## src/rtl/pamt_pkg.sv

```systemverilog
package pamt_pkg;

    localparam int unsigned CFG_W = 64;

    // opcode field A: instruction window and register window
    localparam int unsigned OPA_SRC_LO = 21;
    localparam int unsigned OPA_CFG_LO = 48;
    localparam int unsigned OPA_W      = 5;
    // opcode field B
    localparam int unsigned OPB_SRC_LO = 13;
    localparam int unsigned OPB_CFG_LO = 40;
    localparam int unsigned OPB_W      = 6;
    // address field
    localparam int unsigned ADR_SRC_LO = 2;
    localparam int unsigned ADR_CFG_LO = 2;
    localparam int unsigned ADR_W      = 32;

    // status bits feeding the error event
    localparam int unsigned FLT_BIT_LO = 35;
    localparam int unsigned FLT_BIT_HI = 36;
    localparam int unsigned PSN_BIT_LO = 48;
    localparam int unsigned PSN_BIT_HI = 49;

    typedef struct packed {
        logic [CFG_W-1:0] mask;
        logic [CFG_W-1:0] cmpv;
    } trig_cfg_t;

    typedef struct packed {
        logic opa;
        logic opb;
        logic adr;
    } field_hits_t;

    // masked request bits must equal the compare bits, taken literally
    function automatic logic masked_equal(input logic [31:0] val,
                                          input logic [31:0] msk,
                                          input logic [31:0] cmpv);
        return ((val & msk) == cmpv);
    endfunction

endpackage

```

## src/rtl/pamt_cfg_regs.sv

```systemverilog
module pamt_cfg_regs
    import pamt_pkg::*;
(
    input  logic             clk,
    input  logic             rst,
    input  logic             mask_we,
    input  logic             cmp_we,
    input  logic [CFG_W-1:0] cfg_wdata,
    output trig_cfg_t        cfg_q
);

    always_ff @(posedge clk) begin
        if (rst) begin
            cfg_q <= '0;
        end else begin
            if (mask_we) cfg_q.mask <= cfg_wdata;
            if (cmp_we)  cfg_q.cmpv <= cfg_wdata;
        end
    end

endmodule

```

## src/rtl/pamt_field_cmp.sv

```systemverilog
module pamt_field_cmp
    import pamt_pkg::*;
#(
    parameter int unsigned SRC_W   = 32,
    parameter int unsigned SRC_LO  = 0,
    parameter int unsigned CFG_LO  = 0,
    parameter int unsigned FIELD_W = 4
) (
    input  logic [SRC_W-1:0] src,
    input  trig_cfg_t        cfg,
    output logic             hit
);

    logic [FIELD_W-1:0] val_f;
    logic [FIELD_W-1:0] msk_f;
    logic [FIELD_W-1:0] cmp_f;
    logic               unused_bits;

    assign val_f = src[SRC_LO +: FIELD_W];
    assign msk_f = cfg.mask[CFG_LO +: FIELD_W];
    assign cmp_f = cfg.cmpv[CFG_LO +: FIELD_W];

    assign hit = masked_equal(32'(val_f), 32'(msk_f), 32'(cmp_f));

    assign unused_bits = ^{src, cfg};

endmodule

```

## src/rtl/pamt_delay.sv

```systemverilog
module pamt_delay #(
    parameter int unsigned DEPTH = 2
) (
    input  logic clk,
    input  logic rst,
    input  logic d,
    output logic q
);

    logic [DEPTH-1:0] stage;

    generate
        if (DEPTH == 1) begin : g_single
            always_ff @(posedge clk) begin
                if (rst) stage <= '0;
                else     stage <= d;
            end
        end else begin : g_chain
            always_ff @(posedge clk) begin
                if (rst) stage <= '0;
                else     stage <= {stage[DEPTH-2:0], d};
            end
        end
    endgenerate

    assign q = stage[DEPTH-1];

endmodule

```

## src/rtl/pamt_err_evt.sv

```systemverilog
module pamt_err_evt
    import pamt_pkg::*;
#(
    parameter int unsigned STATUS_W = 64
) (
    input  logic                clk,
    input  logic                rst,
    input  logic                trig_en,
    input  logic [STATUS_W-1:0] fault_status,
    input  logic [STATUS_W-1:0] poison_status,
    output logic                evt
);

    logic sel_any;
    logic unused_status;

    assign sel_any = fault_status[FLT_BIT_LO]  | fault_status[FLT_BIT_HI] |
                     poison_status[PSN_BIT_LO] | poison_status[PSN_BIT_HI];

    always_ff @(posedge clk) begin
        if (rst) evt <= 1'b0;
        else     evt <= trig_en & sel_any;
    end

    assign unused_status = ^{fault_status, poison_status};

endmodule

```

## src/rtl/pa_match_trigger.sv

```systemverilog
module pa_match_trigger
    import pamt_pkg::*;
#(
    parameter int unsigned INSTR_W   = 32,
    parameter int unsigned ADDR_W    = 40,
    parameter int unsigned STATUS_W  = 64,
    parameter int unsigned MATCH_LAT = 2
) (
    input  logic                clk,
    input  logic                rst,
    input  logic                mask_we,
    input  logic                cmp_we,
    input  logic [CFG_W-1:0]    cfg_wdata,
    input  logic                req_valid,
    input  logic [INSTR_W-1:0]  req_instr,
    input  logic [ADDR_W-1:0]   req_addr,
    input  logic                trig_en,
    input  logic [STATUS_W-1:0] fault_status,
    input  logic [STATUS_W-1:0] poison_status,
    output logic                match_pulse,
    output logic                err_event
);

    trig_cfg_t   cfg_q;
    field_hits_t hits;
    logic        qualified;

    pamt_cfg_regs u_cfg (
        .clk       (clk),
        .rst       (rst),
        .mask_we   (mask_we),
        .cmp_we    (cmp_we),
        .cfg_wdata (cfg_wdata),
        .cfg_q     (cfg_q)
    );

    pamt_field_cmp #(
        .SRC_W(INSTR_W), .SRC_LO(OPA_SRC_LO), .CFG_LO(OPA_CFG_LO), .FIELD_W(OPA_W)
    ) u_opa (
        .src (req_instr),
        .cfg (cfg_q),
        .hit (hits.opa)
    );

    pamt_field_cmp #(
        .SRC_W(INSTR_W), .SRC_LO(OPB_SRC_LO), .CFG_LO(OPB_CFG_LO), .FIELD_W(OPB_W)
    ) u_opb (
        .src (req_instr),
        .cfg (cfg_q),
        .hit (hits.opb)
    );

    pamt_field_cmp #(
        .SRC_W(ADDR_W), .SRC_LO(ADR_SRC_LO), .CFG_LO(ADR_CFG_LO), .FIELD_W(ADR_W)
    ) u_adr (
        .src (req_addr),
        .cfg (cfg_q),
        .hit (hits.adr)
    );

    // all windows must agree in the cycle the request is valid
    assign qualified = req_valid & (&hits);

    pamt_delay #(.DEPTH(MATCH_LAT)) u_lat (
        .clk (clk),
        .rst (rst),
        .d   (qualified),
        .q   (match_pulse)
    );

    pamt_err_evt #(.STATUS_W(STATUS_W)) u_err (
        .clk           (clk),
        .rst           (rst),
        .trig_en       (trig_en),
        .fault_status  (fault_status),
        .poison_status (poison_status),
        .evt           (err_event)
    );

endmodule

```

## config.mk

```make
export PLATFORM = sky130hd
export DESIGN_NAME = pa_match_trigger
export DESIGN_NICKNAME = d
export VERILOG_FILES = /design/src/rtl/pamt_pkg.sv /design/src/rtl/pamt_cfg_regs.sv /design/src/rtl/pamt_field_cmp.sv /design/src/rtl/pamt_delay.sv /design/src/rtl/pamt_err_evt.sv /design/src/rtl/pa_match_trigger.sv
export SDC_FILE = /design/constraint.sdc
export NUM_CORES = 1
export LEC_CHECK = 0
export BUFFER_PORTS_ARGS = -buffer_cell sky130_fd_sc_hd__buf_4
export CAP_MARGIN = 10
export CORE_MARGIN = 10
export CORE_UTILIZATION = 41
export DETAILED_ROUTE_END_ITERATION = 16
export PLACE_DENSITY = 0.78
export SYNTH_ARGS = -nofsm -noshare
export SYNTH_HDL_FRONTEND = slang
export SYNTH_SLANG_ARGS = --single-unit
export TNS_END_PERCENT = 1
```

## constraint.sdc

```tcl
create_clock -name clk -period 1.6 [get_ports clk]
set_clock_uncertainty 0.05 [all_clocks]
set_input_delay 0.32 -clock clk [delete_from_list [all_inputs] [get_ports clk]]
set_output_delay 0.32 -clock clk [all_outputs]
set_load 0.01 [all_outputs]
```

==> results of run 1 <==
-- registers in the layout (all words and copies together), names as in the netlist --
register / flops
u_cfg.cfg_q: 86
u_err.evt: 1
u_lat.stage: 2
-- kinds of logic (layout without fill, tap and decap cells) --
logic type             count (synthesis)  after routing  share of synthesized area
AND/OR/NAND/NOR                      150            150                      0.165
flip-flops                            89             89                      0.480
multiplexers                          86             86                      0.232
XOR/XNOR                              36             36                     0.0850
buffers and inverters                 20            118                     0.0233
AO/OA/AOI/OAI                          7              7                     0.0138
other                                  0              1                          0
-- routing by layer --
metal | vias to the layer above | part of all wire | track usage
li1 | 1472 | - | -
met1 | 1333 | 0.47 | 0.187
met2 | 79 | 0.43 | 0.212
met3 | 12 | 0.094 | 0.0615
met4 | 2 | 0.011 | 0.0446
met5 | - | 0.0012 | 0
-- cell usage after synthesis --
master / number / area (um2)
a2111oi_1: 1 / 10.0
a211oi_1: 1 / 7.51
a21oi_1: 1 / 5.00
a22o_1: 1 / 8.76
a22oi_1: 1 / 7.51
buf_2: 9 / 45.0
clkbuf_1: 11 / 41.3
dfxtp_1: 89 / 1780
mux2i_1: 86 / 861
nand2_1: 43 / 161
nand3_1: 2 / 10.0
nand4_1: 2 / 12.5
nor2_1: 90 / 338
nor2b_1: 1 / 6.26
nor3b_1: 1 / 7.51
nor4_1: 9 / 56.3
nor4_2: 1 / 12.5
nor4b_1: 1 / 8.76
o22ai_1: 2 / 12.5
xnor2_1: 36 / 315
-- final cells by class --
type	count	area, um2
Tap cell	108	135
Fill cell	804	3980
Sequential cell	89	1780
Clock inverter	7	71.3
Antenna cell	1	2.50
Timing Repair Buffer	102	816
Multi-Input combinational cell	279	1850
Clock buffer	9	124
-- final timing paths --
kind / startpoint / endpoint / slack, ps / depth (start not counted)
max: u_cfg.cfg_q[79]$_SDFFE_PP0P_ / u_lat.stage[0]$_SDFF_PP0_ / 120 / 6
min reg2reg: u_lat.stage[0]$_SDFF_PP0_ / u_lat.stage[1]$_SDFF_PP0_ / 400 / 1
max reg2reg: u_cfg.cfg_q[79]$_SDFFE_PP0P_ / u_lat.stage[0]$_SDFF_PP0_ / 120 / 6
min: cfg_wdata[21] / u_cfg.cfg_q[21]$_SDFFE_PP0P_ / 160 / 3
-- worst max-delay path, stage by stage, from the launching register on --
cell and delay, ps:
dfxtp_1 340, nand2_1 70, xnor2_1 210, nor4_2 240, buf_4 150, nand3_1 120, nor4_2 220
-- power groups by stage --
stage          registers [W]  logic (W)  clock network, W
3_5_place_dp         0.00247   0.000703                 0
6_report             0.00242   0.000703           0.00152
4_1_cts              0.00242   0.000709           0.00156
5_1_grt              0.00244   0.000774           0.00164
2_1_floorplan        0.00245   0.000392                 0
3_3_place_gp         0.00246   0.000682                 0
-- stage by stage --
step | worst slack [ps] | instances
finish | 120 | 595
global route | 6.62 | 594
CTS | 28.6 | 594
detailed placement | -86.2 | 578
global placement | -62.8 | 578
floorplan | 252 | 388
-- what timing repair did --
item / 4_1_cts / 5_1_grt
resized for setup: 1 / 1
pin swaps: 0 / 3
setup endpoints to repair: 1 / 1
setup buffers: 0 / 0
==> impl_metrics.py, run 1 <==
metrics = {
    "detailed_routing": {
        "firstDrtPassIters": 4,
        "wl_per_cell_um": 16.2,
        "via_count": 2898,
        "first_iter_violations": 107,
        "detail-route-antenna-nets": 0,
        "vias_per_cell": 4.87,
        "wl_um": 9620,
        "drc_errors": 0,
    },
    "power": {
        "p_switching_w": 0.00119,
        "power.total_w": 0.00464,
        "p_comb_frac": 0.151,
        "clkPwrFrac": 0.327,
        "p_int_w": 0.00345,
        "seqPwrFrac": 0.521,
        "p_per_area_nw_per_um2": 970,
        "cellLeakagePower_nw": 2.17,
        "vdd_drop_max_mv": 0.537,
        "switching_share": 0.256,
    },
    "place": {
        "gp_congestion": 0.758,
        "hpwl_um": 7350,
        "post_dp_cell_area_um2": 4570,
        "io_buffers": 97,
    },
    "global_routing": {
        "grt.overflow.total": 0,
        "grt_pass1_vias": 3125,
        "grt_max_degree": 89,
        "antenna_found_initial": 2,
        "grt.total_usage": 0.144,
        "grt_pass1_wl_um": 15300,
    },
    "synth": {
        "avgSynthCellArea_um2": 9.56,
        "synth_seq_cells": 89,
        "yosysSeqAreaShare": 0.480,
        "synthesis.instances": 388,
        "synth-warning-count": 0,
        "syn-cell-area_um2": 3710,
        "ys_types": 20,
        "synth_nets": 658,
    },
    "timing": {
        "final_max_slew_viol_count": 0,
        "hold_viol": 0,
        "finalCritPeriodShare": 0.925,
        "max_freq_ghz": 0.676,
        "grt_setup_unrepaired": "false",
        "finalSetupViolCount": 0,
        "hold_slack_ps": 158,
        "tightest_slew_ps": 441,
        "tns_ps": 0,
        "maxSlewHeadroom": 0.704,
        "period_needed_ps": 1480,
    },
    "setup_path": {
        "critPathKind": "register to register",
        "end_kind": "register",
        "path_max_fanout": 2,
        "required_ps": 1820,
        "start_kind": "register",
        "cp.arrival_ps": 1700,
    },
    "worst_hold_path": {
        "hp-class": "primary input to register",
    },
    "floorplan": {
        "core_um2": 8760,
        "io_pins": 272,
        "std_cell_rows": 34,
        "die_h_um": 115,
        "die-area_um2": 13200,
        "die_w_um": 115,
        "initial_core_util": 0.423,
    },
    "cts": {
        "cts_tree": "done",
        "numCtsBuffers": 9,
        "ctsHoldBuffers": 0,
        "cts_max_path_buffers": 2,
        "clk_pin_slew_ps": 90,
        "clk_latency_ps": 350,
        "cts-root-buf": "clkbuf_8",
        "htree_levels": 3,
        "cts.sinks": 89,
    },
    "final_layout": {
        "layout.nets": 751,
        "drive_above_1_share": 0.249,
        "final_area_um2": 4780,
        "final_common_cell": "buf_4",
        "layout_common_cells": "buf_4, nor2_1, dfxtp_1",
        "fin_util": 0.546,
        "layout-area-overhead-vs-synth_pct": 28.9,
    },
    "run_status": {
        "status": "finished, final reports clean",
    },
    "flow_run": {
        "maxCapViolCount": 0,
    },
}
Note: power is estimated with default switching activity, not from simulation.
==> run 2: changes to the inputs <==
- CELL_PAD_IN_SITES_DETAIL_PLACEMENT: default -> 1
- CELL_PAD_IN_SITES_GLOBAL_PLACEMENT: default -> 2
- CORE_UTILIZATION: 41 -> 23
- PLACE_DENSITY: 0.78 -> 0.82
- clock period: 1.6 -> 1.9 ns (I/O delays scaled with it)
==> impl_metrics.py, run 2 (same netlist as run 1, synthesis figures left out) <==
metrics = {
    "run_status": {
        "status": "finished, final reports clean",
    },
    "power": {
        "vdd_drop_max_mv": 0.565,
        "power.total_w": 0.00460,
        "cellLeakagePower_nw": 2.23,
        "p_per_area_nw_per_um2": 916,
    },
    "cts": {
        "cts-root-buf": "clkbuf_16",
        "ctsHoldBuffers": 0,
        "numCtsBuffers": 9,
        "cts_resized": 0,
        "cts_max_path_buffers": 2,
        "clk_latency_ps": 340,
        "clk_pin_slew_ps": 60,
        "cts.sinks": 89,
        "postCtsSetupBuffers": 0,
        "htree_levels": 3,
        "cts_tree": "done",
    },
    "detailed_routing": {
        "wl_per_cell_um": 15.9,
        "wl_um": 11200,
        "drc_errors": 0,
        "first_iter_violations": 65,
        "firstDrtPassIters": 4,
        "via_count": 2979,
        "vias_per_cell": 4.24,
        "detail-route-antenna-nets": 0,
    },
    "setup_path": {
        "path_max_fanout": 2,
        "required_ps": 2110,
        "cp.arrival_ps": 1860,
        "critPathKind": "register to register",
        "start_kind": "register",
        "end_kind": "register",
    },
    "final_layout": {
        "layout-area-overhead-vs-synth_pct": 35.5,
        "regMostFlops": "u_cfg.cfg_q",
        "final_cells": 702,
        "drive_above_1_share": 0.245,
        "fin_util": 0.318,
        "largestRegisters": "u_cfg.cfg_q: 86 flops, u_lat.stage: 2 flops, u_err.evt: 1 flops",
        "n_antenna_cell": 0,
        "largest_register_ffs": 86,
        "layout.nets": 751,
        "layout_common_cells": "buf_4, nor2_1, dfxtp_1",
        "final_common_cell": "buf_4",
    },
    "global_routing": {
        "grt_max_degree": 89,
        "grt_pass1_wl_um": 17600,
        "antenna_found_initial": 0,
        "grt.total_usage": 0.105,
        "grt.overflow.total": 0,
        "grt_pass1_vias": 3238,
    },
    "floorplan": {
        "std_cell_rows": 46,
        "io_pins": 272,
        "initial_core_util": 0.234,
        "die-area_um2": 21600,
        "die_w_um": 147,
        "die_h_um": 147,
        "core_um2": 15800,
    },
    "timing": {
        "final_max_slew_viol_count": 0,
        "tightest_slew_ps": 465,
        "grt_setup_unrepaired": "false",
        "tns_ps": 0,
        "hold_viol": 0,
        "hold_slack_ps": 232,
        "finalSetupViolCount": 0,
        "maxSlewHeadroom": 0.688,
        "period_needed_ps": 1650,
        "max_freq_ghz": 0.607,
        "finalCritPeriodShare": 0.867,
    },
    "place": {
        "io_buffers": 97,
        "gp_congestion": 0.768,
        "hpwl_um": 8340,
        "dp_cells": 686,
    },
    "flow_run": {
        "maxCapViolCount": 0,
    },
    "worst_hold_path": {
        "hp-class": "primary input to register",
    },
}
## run 2: changes by cell type in the layout (fill, tap and decap cells not counted), sizes merged
cell	previous run	this run
clkinv	3	2
clkinvlp	3	1
bufinv	1	2
diode	1	0
clkbuf	9	11
## run 2: path summary, 6_finish.rpt
kind                                 from                            to  slack (ps)  cells past startpoint
min reg2reg     u_lat.stage[0]$_SDFF_PP0_     u_lat.stage[1]$_SDFF_PP0_         400                      1
max          u_cfg.cfg_q[96]$_SDFFE_PP0P_     u_lat.stage[0]$_SDFF_PP0_         250                      5
max reg2reg  u_cfg.cfg_q[96]$_SDFFE_PP0P_     u_lat.stage[0]$_SDFF_PP0_         250                      5
min                         cfg_wdata[50]  u_cfg.cfg_q[50]$_SDFFE_PP0P_         230                      3
## run 2: final cells by class
cell class | count | area [um2]
clock inverters | 5 | 77.6
clock buffers | 11 | 253
well taps | 216 | 270
multi-input cells | 279 | 1840
fillers | 1842 | 10800
flip-flops and latches | 89 | 1780
repair buffers | 102 | 803
## run 2: worst max-delay path, cell delays in order, from the launching register on
cell and delay (ps):
dfxtp_1 330, nand2_1 70, xnor2_1 200, a2111oi_1 420, nand4_1 210, nor4_2 290
## run 2: routing by layer
metal / vias up / wire length [um] / track usage
met5: - / 0 / 0
met4: 0 / 204 / 0.0387
met3: 14 / 652 / 0.0418
met2: 74 / 4780 / 0.154
met1: 1419 / 5520 / 0.135
li1: 1472 / - / -
## run 2: through the flow
step	setup WS [ps]	area [um2]
3_3_place_gp	139	4700
4_1_cts	250	5030
5_1_grt	161	5030
3_5_place_dp	143	4700
2_1_floorplan	492	3710
6_report	253	5030
## run 2: where the power goes
part	switching, W	internal, W	leakage (nW)	total, W
Combinational	0.000276	0.000327	1.34	0.000603
Sequential	0.0000641	0.00198	0.735	0.00204
Clock	0.000742	0.00122	0.162	0.00196
Total	0.00108	0.00352	2.23	0.00460
==> run 3: changes to the inputs <==
- CELL_PAD_IN_SITES_DETAIL_PLACEMENT: 1 -> 0
- CELL_PAD_IN_SITES_GLOBAL_PLACEMENT: 2 -> 1
- CORE_UTILIZATION: 23 -> 30
- PLACE_DENSITY: 0.82 -> default
- PLACE_DENSITY_LB_ADDON: default -> 0.2
==> impl_metrics.py, run 3 (same netlist as run 1, synthesis figures left out) <==
metrics = {
    "run_status": {
        "status": "finished, final reports clean",
    },
    "detailed_routing": {
        "detail-route-antenna-nets": 0,
        "wl_per_cell_um": 15.1,
        "drc_errors": 0,
        "first_iter_violations": 116,
        "via_count": 2831,
        "vias_per_cell": 4.34,
        "wl_um": 9850,
        "firstDrtPassIters": 4,
    },
    "cts": {
        "cts_max_path_buffers": 2,
        "clk_pin_slew_ps": 60,
        "numCtsBuffers": 9,
        "postCtsSetupBuffers": 0,
        "clk_latency_ps": 330,
        "cts-root-buf": "clkbuf_16",
        "cts.sinks": 89,
        "cts_tree": "done",
        "htree_levels": 3,
        "cts_resized": 0,
        "ctsHoldBuffers": 0,
    },
    "worst_hold_path": {
        "hp-class": "primary input to register",
    },
    "global_routing": {
        "grt_max_degree": 89,
        "antenna_found_initial": 0,
        "grt.total_usage": 0.113,
        "grt.overflow.total": 0,
        "grt_pass1_vias": 2888,
        "grt_pass1_wl_um": 15400,
    },
    "setup_path": {
        "end_kind": "register",
        "required_ps": 2100,
        "cp_cell_sequence": "nand2_1 > xnor2_1 > a2111oi_1 > nand4_1 > nor4_2",
        "slowest_delay_ps": 390,
        "cp_slowest_cell": "a2111oi_1",
        "cp.arrival_ps": 1770,
        "critPathKind": "register to register",
        "start_kind": "register",
        "path_max_fanout": 2,
    },
    "final_layout": {
        "layout-area-overhead-vs-synth_pct": 32.7,
        "largestRegisters": "u_cfg.cfg_q: 86 flops, u_lat.stage: 2 flops, u_err.evt: 1 flops",
        "n_antenna_cell": 0,
        "regMostFlops": "u_cfg.cfg_q",
        "layout_common_cells": "buf_4, nor2_1, dfxtp_1",
        "drive_above_1_share": 0.241,
        "final_common_cell": "buf_4",
        "largest_register_ffs": 86,
        "final_cells": 653,
        "layout.nets": 750,
    },
    "timing": {
        "hold_viol": 0,
        "max_freq_ghz": 0.637,
        "finalCritPeriodShare": 0.827,
        "final_max_slew_viol_count": 0,
        "tns_ps": 0,
        "tightest_slew_ps": 940,
        "grt_setup_unrepaired": "false",
        "period_needed_ps": 1570,
        "maxSlewHeadroom": 0.373,
        "finalSetupViolCount": 0,
    },
    "flow_run": {
        "maxCapViolCount": 0,
    },
    "floorplan": {
        "io_pins": 272,
        "std_cell_rows": 40,
        "core_um2": 12100,
        "die_h_um": 131,
        "die-area_um2": 17200,
        "initial_core_util": 0.307,
        "die_w_um": 131,
    },
    "power": {
        "p_per_area_nw_per_um2": 881,
        "cellLeakagePower_nw": 2.22,
        "vdd_drop_max_mv": 0.359,
    },
    "place": {
        "dp_cells": 637,
        "hpwl_um": 7160,
        "gp_congestion": 0.733,
        "io_buffers": 97,
    },
}
[run 3: cell types whose count changed in the layout (fill, tap and decap cells not counted)]
cell        previous run  this run
buf_4                 99        98
bufinv_16              2         0
clkbuf_1               0         1
clkbuf_8               2         4
clkinvlp_4             1         0
[run 3: area by class of cell]
class | count | area, um2
multi-input combinational | 279 | 1840
tap | 168 | 210
clock inverter | 2 | 10.0
timing repair buffer | 101 | 796
fill | 1241 | 7140
sequential | 89 | 1780
clock buffer | 14 | 284
[run 3: worst max-delay path: cells and delay by family, from the launching register on]
family	cells	cell delay (ps)
AND/OR/NAND/NOR	3	550
AO/OA/AOI/OAI	1	390
flip-flops	1	320
XOR/XNOR	1	180
[run 3: worst paths after layout]
path / startpoint / end / slack (ps) / cells past startpoint
max: u_cfg.cfg_q[96]$_SDFFE_PP0P_ / u_lat.stage[0]$_SDFF_PP0_ / 330 / 5
min: cfg_wdata[44] / u_cfg.cfg_q[108]$_SDFFE_PP0P_ / 240 / 3
max reg2reg: u_cfg.cfg_q[96]$_SDFFE_PP0P_ / u_lat.stage[0]$_SDFF_PP0_ / 330 / 5
min reg2reg: u_lat.stage[0]$_SDFF_PP0_ / u_lat.stage[1]$_SDFF_PP0_ / 410 / 1
[run 3: where the power goes]
part | internal [W] | switching [W] | leakage (nW) | total, W
clock | 0.00103 | 0.000691 | 0.149 | 0.00172
sequential | 0.00198 | 0.0000598 | 0.735 | 0.00204
combinational | 0.000320 | 0.000263 | 1.33 | 0.000583
[run 3: metal layers]
metal  routed length (um)  up-vias  GRT usage
met5                    0        -          0
met4                  176        0     0.0544
met3                  522       10     0.0282
met2                 3820       82      0.146
met1                 5340     1265      0.168
li1                     -     1474          -
[run 3: metrics by stage]
stage	hold slack (ps)	cell area, um2	setup slack, ps	total power (W)	utilization
2_1_floorplan	364	3710	492	0.00240	-
3_3_place_gp	407	4630	161	0.00266	0.384
3_5_place_dp	408	4630	178	0.00267	0.384
4_1_cts	226	4920	296	0.00441	0.408
5_1_grt	232	4920	164	0.00456	0.408
6_report	242	4920	330	0.00434	0.408
